File: config.mk
export PLATFORM = sky130hd
export DESIGN_NAME = swpage_io
export DESIGN_NICKNAME = d
export VERILOG_FILES = /design/src/rtl/swpage_pkg.sv /design/src/rtl/swpage_cfg_tbl.sv /design/src/rtl/swpage_merge.sv /design/src/rtl/swpage_evt.sv /design/src/rtl/swpage_io.sv
export SDC_FILE = /design/constraint.sdc
export NUM_CORES = 2
export LEC_CHECK = 0
export ABC_CLOCK_PERIOD_IN_PS = 5800
export BUFFER_PORTS_ARGS = -buffer_cell sky130_fd_sc_hd__buf_2
export CAP_MARGIN = 20
export CORE_ASPECT_RATIO = 0.5
export CORE_MARGIN = 4
export CORE_UTILIZATION = 50
export DETAILED_ROUTE_END_ITERATION = 10
export PLACE_DENSITY = 0.74
export REMOVE_ABC_BUFFERS = 1
export SYNTH_ARGS = -nofsm -noshare
export SYNTH_HDL_FRONTEND = slang
export SYNTH_SLANG_ARGS = --single-unit
File: constraint.sdc
create_clock -name clk -period 5.8 [get_ports clk]
set_input_delay 1.16 -clock clk [delete_from_list [all_inputs] [get_ports clk]]
set_output_delay 1.16 -clock clk [all_outputs]
set_load 0.01 [all_outputs]
File: src/rtl/swpage_pkg.sv
package swpage_pkg;

   // Driven-bits mode codes (code 3 behaves like MODE_ALL)
   typedef enum logic [1:0] {
      MODE_NONE = 2'd0,
      MODE_TOP  = 2'd1,
      MODE_ALL  = 2'd2,
      MODE_ALT  = 2'd3
   } drive_mode_e;

   typedef struct packed {
      logic        rd_on;
      logic        wr_on;
      drive_mode_e mode;
   } page_ent_t;

   localparam page_ent_t ENT_EMPTY = '{rd_on: 1'b0, wr_on: 1'b0, mode: MODE_NONE};

endpackage

File: src/rtl/swpage_cfg_tbl.sv
module swpage_cfg_tbl
   import swpage_pkg::*;
#(
   parameter int OFS_W = 8
) (
   input  logic             clk,
   input  logic             rst_n,
   input  logic             cfg_we,
   input  logic [OFS_W-1:0] cfg_idx,
   input  page_ent_t        cfg_ent,
   input  logic [OFS_W-1:0] look_idx,
   output page_ent_t        look_ent
);
   localparam int NUM_OFS = 1 << OFS_W;

   page_ent_t tbl [NUM_OFS];

   // One register per offset; write select is a simple index compare
   for (genvar g = 0; g < NUM_OFS; g++) begin : g_ent
      page_ent_t q;
      always_ff @(posedge clk or negedge rst_n) begin
         if (!rst_n)
            q <= ENT_EMPTY;
         else if (cfg_we && (cfg_idx == OFS_W'(g)))
            q <= cfg_ent;
      end
      assign tbl[g] = q;
   end

   assign look_ent = tbl[look_idx];

endmodule

File: src/rtl/swpage_merge.sv
module swpage_merge
   import swpage_pkg::*;
#(
   parameter int DATA_W   = 8,
   parameter bit READ_REG = 1'b1
) (
   input  logic              clk,
   input  logic              rst_n,
   input  logic              rd_go,
   input  page_ent_t         ent,
   input  logic [DATA_W-1:0] hnd_data,
   input  logic [DATA_W-1:0] flt_data,
   output logic [DATA_W-1:0] rd_data,
   output logic              rd_valid
);
   localparam logic [DATA_W-1:0] TOP_MASK = DATA_W'(1) << (DATA_W - 1);
   localparam logic [DATA_W-1:0] ALL_MASK = '1;

   logic [DATA_W-1:0] mask;
   logic [DATA_W-1:0] merged;

   always_comb begin
      mask = '0;
      if (ent.rd_on) begin
         unique case (ent.mode)
            MODE_NONE: mask = '0;
            MODE_TOP:  mask = TOP_MASK;
            MODE_ALL,
            MODE_ALT:  mask = ALL_MASK;
            default:   mask = '0;
         endcase
      end
   end

   // Bitwise merge: per bit, handler when driven, floating otherwise
   for (genvar b = 0; b < DATA_W; b++) begin : g_bit
      assign merged[b] = mask[b] ? hnd_data[b] : flt_data[b];
   end

   if (READ_REG) begin : g_reg
      always_ff @(posedge clk or negedge rst_n) begin
         if (!rst_n) begin
            rd_data  <= '0;
            rd_valid <= 1'b0;
         end else begin
            rd_valid <= rd_go;
            if (rd_go)
               rd_data <= merged;
         end
      end
   end else begin : g_comb
      assign rd_data  = rd_go ? merged : '0;
      assign rd_valid = rd_go;
   end

endmodule

File: src/rtl/swpage_evt.sv
module swpage_evt #(
   parameter int OFS_W = 8
) (
   input  logic                  clk,
   input  logic                  rst_n,
   input  logic                  rd_hit,
   input  logic                  wr_hit,
   input  logic [OFS_W-1:0]      ofs,
   output logic [(1<<OFS_W)-1:0] rd_evt,
   output logic [(1<<OFS_W)-1:0] wr_evt
);
   localparam int NUM_OFS = 1 << OFS_W;

   for (genvar g = 0; g < NUM_OFS; g++) begin : g_line
      logic sel;
      assign sel = (ofs == OFS_W'(g));
      always_ff @(posedge clk or negedge rst_n) begin
         if (!rst_n) begin
            rd_evt[g] <= 1'b0;
            wr_evt[g] <= 1'b0;
         end else begin
            rd_evt[g] <= rd_hit && sel;
            wr_evt[g] <= wr_hit && sel;
         end
      end
   end

endmodule

File: src/rtl/swpage_io.sv
module swpage_io
   import swpage_pkg::*;
#(
   parameter int                         ADDR_W   = 16,
   parameter int                         OFS_W    = 8,
   parameter int                         DATA_W   = 8,
   parameter logic [ADDR_W-OFS_W-1:0]    PAGE_HI  = 'hC0,
   parameter bit                         READ_REG = 1'b1
) (
   input  logic                  clk,
   input  logic                  rst_n,
   input  logic [ADDR_W-1:0]     bus_addr,
   input  logic                  bus_rd,
   input  logic                  bus_wr,
   input  logic [DATA_W-1:0]     bus_wdata,
   input  logic [DATA_W-1:0]     fbus_data,
   output logic [DATA_W-1:0]     rd_data,
   output logic                  rd_valid,
   output logic [OFS_W-1:0]      hnd_idx,
   output logic                  hnd_rd_en,
   input  logic [DATA_W-1:0]     hnd_rdata,
   output logic                  hnd_wr_en,
   output logic [DATA_W-1:0]     hnd_wdata,
   input  logic                  cfg_we,
   input  logic [OFS_W-1:0]      cfg_idx,
   input  logic                  cfg_rd_on,
   input  logic                  cfg_wr_on,
   input  logic [1:0]            cfg_mode,
   output logic [(1<<OFS_W)-1:0] rd_evt,
   output logic [(1<<OFS_W)-1:0] wr_evt
);
   localparam int HI_W = ADDR_W - OFS_W;

   if (OFS_W < 1 || OFS_W > 10) begin : g_bad_ofs
      $error("swpage_io: OFS_W must lie in 1..10");
   end
   if (ADDR_W <= OFS_W) begin : g_bad_addr
      $error("swpage_io: ADDR_W must exceed OFS_W");
   end
   if (DATA_W < 2) begin : g_bad_data
      $error("swpage_io: DATA_W must be at least 2");
   end

   logic [HI_W-1:0]  addr_hi;
   logic [OFS_W-1:0] ofs;
   logic             in_page;
   logic             rd_hit;
   logic             wr_hit;
   page_ent_t        cur_ent;
   page_ent_t        new_ent;

   assign addr_hi = bus_addr[ADDR_W-1:OFS_W];
   assign ofs     = bus_addr[OFS_W-1:0];
   assign in_page = (addr_hi == PAGE_HI);
   assign rd_hit  = bus_rd && in_page;
   assign wr_hit  = bus_wr && in_page;

   assign new_ent = '{rd_on: cfg_rd_on, wr_on: cfg_wr_on, mode: drive_mode_e'(cfg_mode)};

   swpage_cfg_tbl #(.OFS_W(OFS_W)) u_tbl (
      .clk      (clk),
      .rst_n    (rst_n),
      .cfg_we   (cfg_we),
      .cfg_idx  (cfg_idx),
      .cfg_ent  (new_ent),
      .look_idx (ofs),
      .look_ent (cur_ent)
   );

   // Handler dispatch
   assign hnd_idx   = ofs;
   assign hnd_rd_en = rd_hit && cur_ent.rd_on;
   assign hnd_wr_en = wr_hit && cur_ent.wr_on;
   assign hnd_wdata = bus_wdata;

   swpage_merge #(.DATA_W(DATA_W), .READ_REG(READ_REG)) u_merge (
      .clk      (clk),
      .rst_n    (rst_n),
      .rd_go    (rd_hit),
      .ent      (cur_ent),
      .hnd_data (hnd_rdata),
      .flt_data (fbus_data),
      .rd_data  (rd_data),
      .rd_valid (rd_valid)
   );

   swpage_evt #(.OFS_W(OFS_W)) u_evt (
      .clk    (clk),
      .rst_n  (rst_n),
      .rd_hit (rd_hit),
      .wr_hit (wr_hit),
      .ofs    (ofs),
      .rd_evt (rd_evt),
      .wr_evt (wr_evt)
   );

endmodule

# After elaboration in Yosys (flattened, before gate mapping)
# Index checks and enable logic that the tools add are counted.
# W data, S select, Z words.
dict set report word_totals {
  rom_bits 0
  in_bits 57
  latch_bits 0
  ramBits 0
  mem_count 0
  elab_cells 2587
  register_bits 1545
}
dict set report classes {
  mux 13
  n_lt_le_gt_ge 1
  shift 0
  n_div 0
  n_reduce_logical 776
  n_eq_ne 514
  multipliers 0
  addsub 0
  n_bitwise 1
}
# op count
set op_table {}
lappend op_table {{$eq A8 B8 Y1 const B} 257}
lappend op_table {{$eq A8 B7 Y1 const B} 128}
lappend op_table {{$logic_and A1 B1 Y1} 772}
lappend op_table {{$eq A8 B6 Y1 const B} 64}
lappend op_table {{$eq A8 B5 Y1 const B} 32}
lappend op_table {{$eq A8 B4 Y1 const B} 16}
lappend op_table {{$eq A8 B3 Y1 const B} 8}
lappend op_table {{$bmux W4 S8} 1}
lappend op_table {{$eq A8 B2 Y1 const B} 4}
lappend op_table {{$pmux W8 S3} 1}
lappend op_table {{$eq A8 B1 Y1 const B} 2}
lappend op_table {{$logic_not A8 Y1} 2}
lappend op_table {{$ge A9 B9 Y1 const B} 1}
lappend op_table {{$not A8 Y9} 1}
lappend op_table {{$mux W1} 8}
lappend op_table {{$mux W4} 2}
lappend op_table {{$mux W8} 1}
lappend op_table {{$eq A2 B2 Y1 const B} 2}
lappend op_table {{$eq A2 B1 Y1 const B} 1}
lappend op_table {{$logic_not A2 Y1} 1}
lappend op_table {{$reduce_or A2 Y1} 1}

# Longest topological paths before layout
dict set report logic_depth {
  depth_word 9
  ltp_mapped 13
  depth_no_buf 9
}

# By module
# A second synthesis with hierarchy kept.
dict set report hier_totals {
  hier_cells 4539
  hier_area_um2 64969.8
}
# mod area_each_um2 seq_area_each_um2 cells_per_inst n_inst
set modules_own_cells {}
lappend modules_own_cells {swpage_cfg_tbl 47489.3 25624.6 3215 1}
lappend modules_own_cells {swpage_evt 16824.9 12812.3 1250 1}
lappend modules_own_cells {swpage_merge 481.7 225.2 48 1}
lappend modules_own_cells {swpage_io 173.9 0.0 26 1}

# Worst setup path after synthesis
# Ideal clock, no wire load.
dict set report synth_path {
  kind {input port to output port}
  start {in bus_addr[0]}
  end {out hnd_wr_en}
  stages 10
  slack_ns 0.905
  required_time_ns 4.640
  t_arrival_ns 3.735
  cell_sequence {buf_6 buf_4 buf_4 buf_2 buf_4 mux4_2 mux4_2 a32oi_1 nand4_1 o31a_1}
}
dict set report synth_between {
  elab_chain_len 5
}
# item line_no
set synth_lines {}
lappend synth_lines {{from (decl)} swpage_io.sv:12} ;# input logic [ADDR_W-1:0] bus_addr,
lappend synth_lines {{$not A8 Y9 (not written as such)} swpage_cfg_tbl.sv:30} ;# assign look_ent = tbl[look_idx];
lappend synth_lines {{$bmux W4 S8} swpage_cfg_tbl.sv:30}
lappend synth_lines {{$mux W4 (not written as such) (2 in a row)} swpage_cfg_tbl.sv:30}
lappend synth_lines {{$logic_and A1 B1 Y1} swpage_io.sv:73} ;# assign hnd_wr_en = wr_hit && cur_ent.wr_on;
lappend synth_lines {{to (decl)} swpage_io.sv:22} ;# output logic hnd_wr_en,
# No other way between the ends. The select of a mux whose other input is x is not followed.

# Worst setup path in the final report
dict set report layout_path {
  start {in bus_addr[1]}
  end {out hnd_rd_en}
}
dict set report layout_between {
  elab_chain_len 5
}
# item line_no
set layout_lines {}
lappend layout_lines {{$not A8 Y9 (not written as such)} swpage_cfg_tbl.sv:30}
lappend layout_lines {{$bmux W4 S8} swpage_cfg_tbl.sv:30}
lappend layout_lines {{$mux W4 (not written as such) (2 in a row)} swpage_cfg_tbl.sv:30}
lappend layout_lines {{$logic_and A1 B1 Y1} swpage_io.sv:72} ;# assign hnd_rd_en = rd_hit && cur_ent.rd_on;
lappend layout_lines {{to (decl)} swpage_io.sv:20} ;# output logic hnd_rd_en,
# No other way between the ends. The select of a mux whose other input is x is not followed.

==> metrics.csv <==
metric,value,unit
viasPerCell,6.10,
cts.sinks,1545,
pre_cts_ws,0.408,ns
die_area,133000,µm²
grt_max_degree,166,
tritoncts,done,
wl_met3,18500,µm
drive_above_1_share,45.3,%
tightest_slew,1.20,ns
synthesis.area,63200,µm²
synth_xor_area_share,0,%
grt_pass1_wl,285000,µm
p_leak,36.0,nW
post-dp-hpwl,129000,µm
die_x,511,µm
slew_headroom,19.9,%
outcome,finished clean,
utilization,58.6,%
dr.pass1.iters,5,
ys.flop_type,dfrtp_1,
avgSynthCellArea,14.4,µm²
pwr_density_cell,305,nW/µm²
dr_wl_met2,89500,µm
ys_ff_latch,1545,
nNetsFinal,4968,
num_rows,91,
max_freq,181,MHz
endpoint_kind,primary output,
wirelength,191000,µm
setup_tns,0,ns
cp_max_fo,31,
track_usage,28.8,%
async_reset_ff_share,100,%
ctsLongestPathBuffers,3,
root_buffer,clkbuf_16,
top_layer_used,met5,
fillCellCount,9393,
required,4.64,ns
rsz0062_at_grt,no,
area_growth_syn_to_layout,15.2,%
ctsResizeCount,0,
vias,40900,
seq_area,38700,µm²
fin_crit,5.54,ns
cts_buffers,138,
ys_types,46,
port_buffers,579,
setup_viol,0,
path_class,in2out,
cp-start-kind,primary input,
m1WireLength,75700,µm
detail-route-antenna-nets,0,
ir_worst_vdd,0.313,mV
core-area,124000,µm²
yosysWarnings,0,
start_util,50.8,%
maxCapViolations,0,
synth_compound_area_share,1.63,%
final_common_cell,dfrtp_1,
post_cts_buffers,0,
ioPinCount,596,
die_y,259,µm
hold_viol_final,0,
synthMuxAreaShare,28.2,%
fin_crit_sh,95.5,%
synth_top_family_by_area,multiplexers,
cts_hold_buf,0,
gp_congestion,0.944,
min_path_type,in2async,
synthAdderAreaFrac,0,%
slew_viol_final,0,
final_cell_mix,"dfrtp_1 (1545), mux2_2 (1045), nor2_1 (717), buf_2 (572), mux4_2 (263)",
grt_overflow,0,
synth_cells,4381,
yosysSeqAreaShare,61.2,%
synth-edff-count,0,
synth_simple_gate_area_share,6.59,%
worst_ep_arrival_time,4.38,ns
clkSlewWorstSetupHoldPaths,0.06,ns
htreeDepth,4,
dr.first_iter.drc_count,4319,
first_global_vias,42200,
wl_per_cell,28.5,µm
antenna_found_initial,10,
total_power,22.2,mW
multi_input_area,23100,µm²
finClkSkew,0.0371,ns
insertion_delay,0.78,ns
fin_ws,0.260,ns
drc,0,
[worst paths after layout]
check | from | to | cells after the start | slack [ns]
max | bus_addr[1] | hnd_rd_en | 12 | 0.26
min | rst_n | u_tbl.g_ent[142].q[0] | 1 | 0.38
max reg2reg | u_tbl.g_ent[126].q[1] | u_merge.rd_data[7] | 9 | 2.26
min reg2reg | u_tbl.g_ent[195].q[0] | u_tbl.g_ent[195].q[0] | 1 | 0.50
max in group asynchronous | rst_n | u_tbl.g_ent[86].q[0] | 2 | 3.94
min in group clk | u_tbl.g_ent[195].q[0] | u_tbl.g_ent[195].q[0] | 1 | 0.50
[synthesized netlist by cell type (all sizes together), types with 2 or more instances]
master	number	area (µm²)
clkbuf	239	897
a22oi	67	503
a211oi	12	90.1
nor2	721	2710
o21ai	2	10.0
nand2b	14	87.6
a2111oi	4	35.0
inv	4	15.0
and2	9	56.3
nand4	4	25.0
and3	3	18.8
mux2i	16	160
buf	90	598
mux4	263	5920
nor2b	28	175
nand3	36	180
o22ai	14	87.6
mux2	1045	11800
nor3	16	80.1
nand2	166	626
or3	4	25.0
a32oi	3	26.3
dfrtp	1545	38700
a21oi	42	214
a31oi	3	18.8
nor4	20	125
[flip-flops by register name, summed over array words and instances, names as in the netlist]
name and flops:
u_merge.rd_valid 1, u_evt.rd_evt 256, u_evt.wr_evt 256, u_merge.rd_data 8, u_tbl.g_ent.q 1024
[per-layer routing]
metal | GRT usage, % | vias up
li1 | - | 16500
met1 | 38.5 | 21900
met2 | 44.9 | 2142
met3 | 8.42 | 404
met4 | 11.2 | 4
met5 | 0 | -
[layout make-up]
| cell class | count | area share (%) |
|---|---|---|
| flip-flops and latches | 1545 | 53.1 |
| clock buffers | 183 | 5.30 |
| diodes | 9 | 0.0309 |
| repair buffers | 719 | 5.88 |
| multi-input cells | 2503 | 31.7 |
| inverters | 4 | 0.0206 |
| well taps | 1674 | 2.88 |
| clock inverters | 68 | 1.07 |
[cell families (layout without fill, tap and decap cells)]
kind of cell	Yosys count	after routing
AO/OA/AOI/OAI	152	152
multiplexers	1324	1324
other	0	9
AND/OR/NAND/NOR	1027	1027
flip-flops	1545	1545
buffers and inverters	333	974
[worst max-delay path: stages]
cell	delay, ns
buf_8	0.33
buf_4	0.48
mux4_2	0.37
mux2i_1	0.23
nor3_1	0.07
a31oi_1	0.29
nand4_1	0.25
nor4_1	0.52
and2_1	0.25
buf_12	0.14
nor3_1	0.05
buf_2	0.19
[power breakdown]
group | total (mW) | internal [mW] | switching, mW
registers | 11.3 | 11.1 | 0.211
logic | 1.46 | 0.603 | 0.860
clock network | 9.44 | 5.14 | 4.29
total | 22.2 | 16.9 | 5.37
[metrics by stage]
stage / hold WS, ns / instances / instance area, µm²
3_3_place_gp: 0.482 / 6443 / 68100
5_1_grt: 0.466 / 6702 / 72800
6_report: 0.378 / 6705 / 72800
3_5_place_dp: 0.488 / 6444 / 68100
4_1_cts: 0.446 / 6695 / 72800
2_1_floorplan: 0.471 / 4052 / 61700
Power figures use the tool's default switching activity.
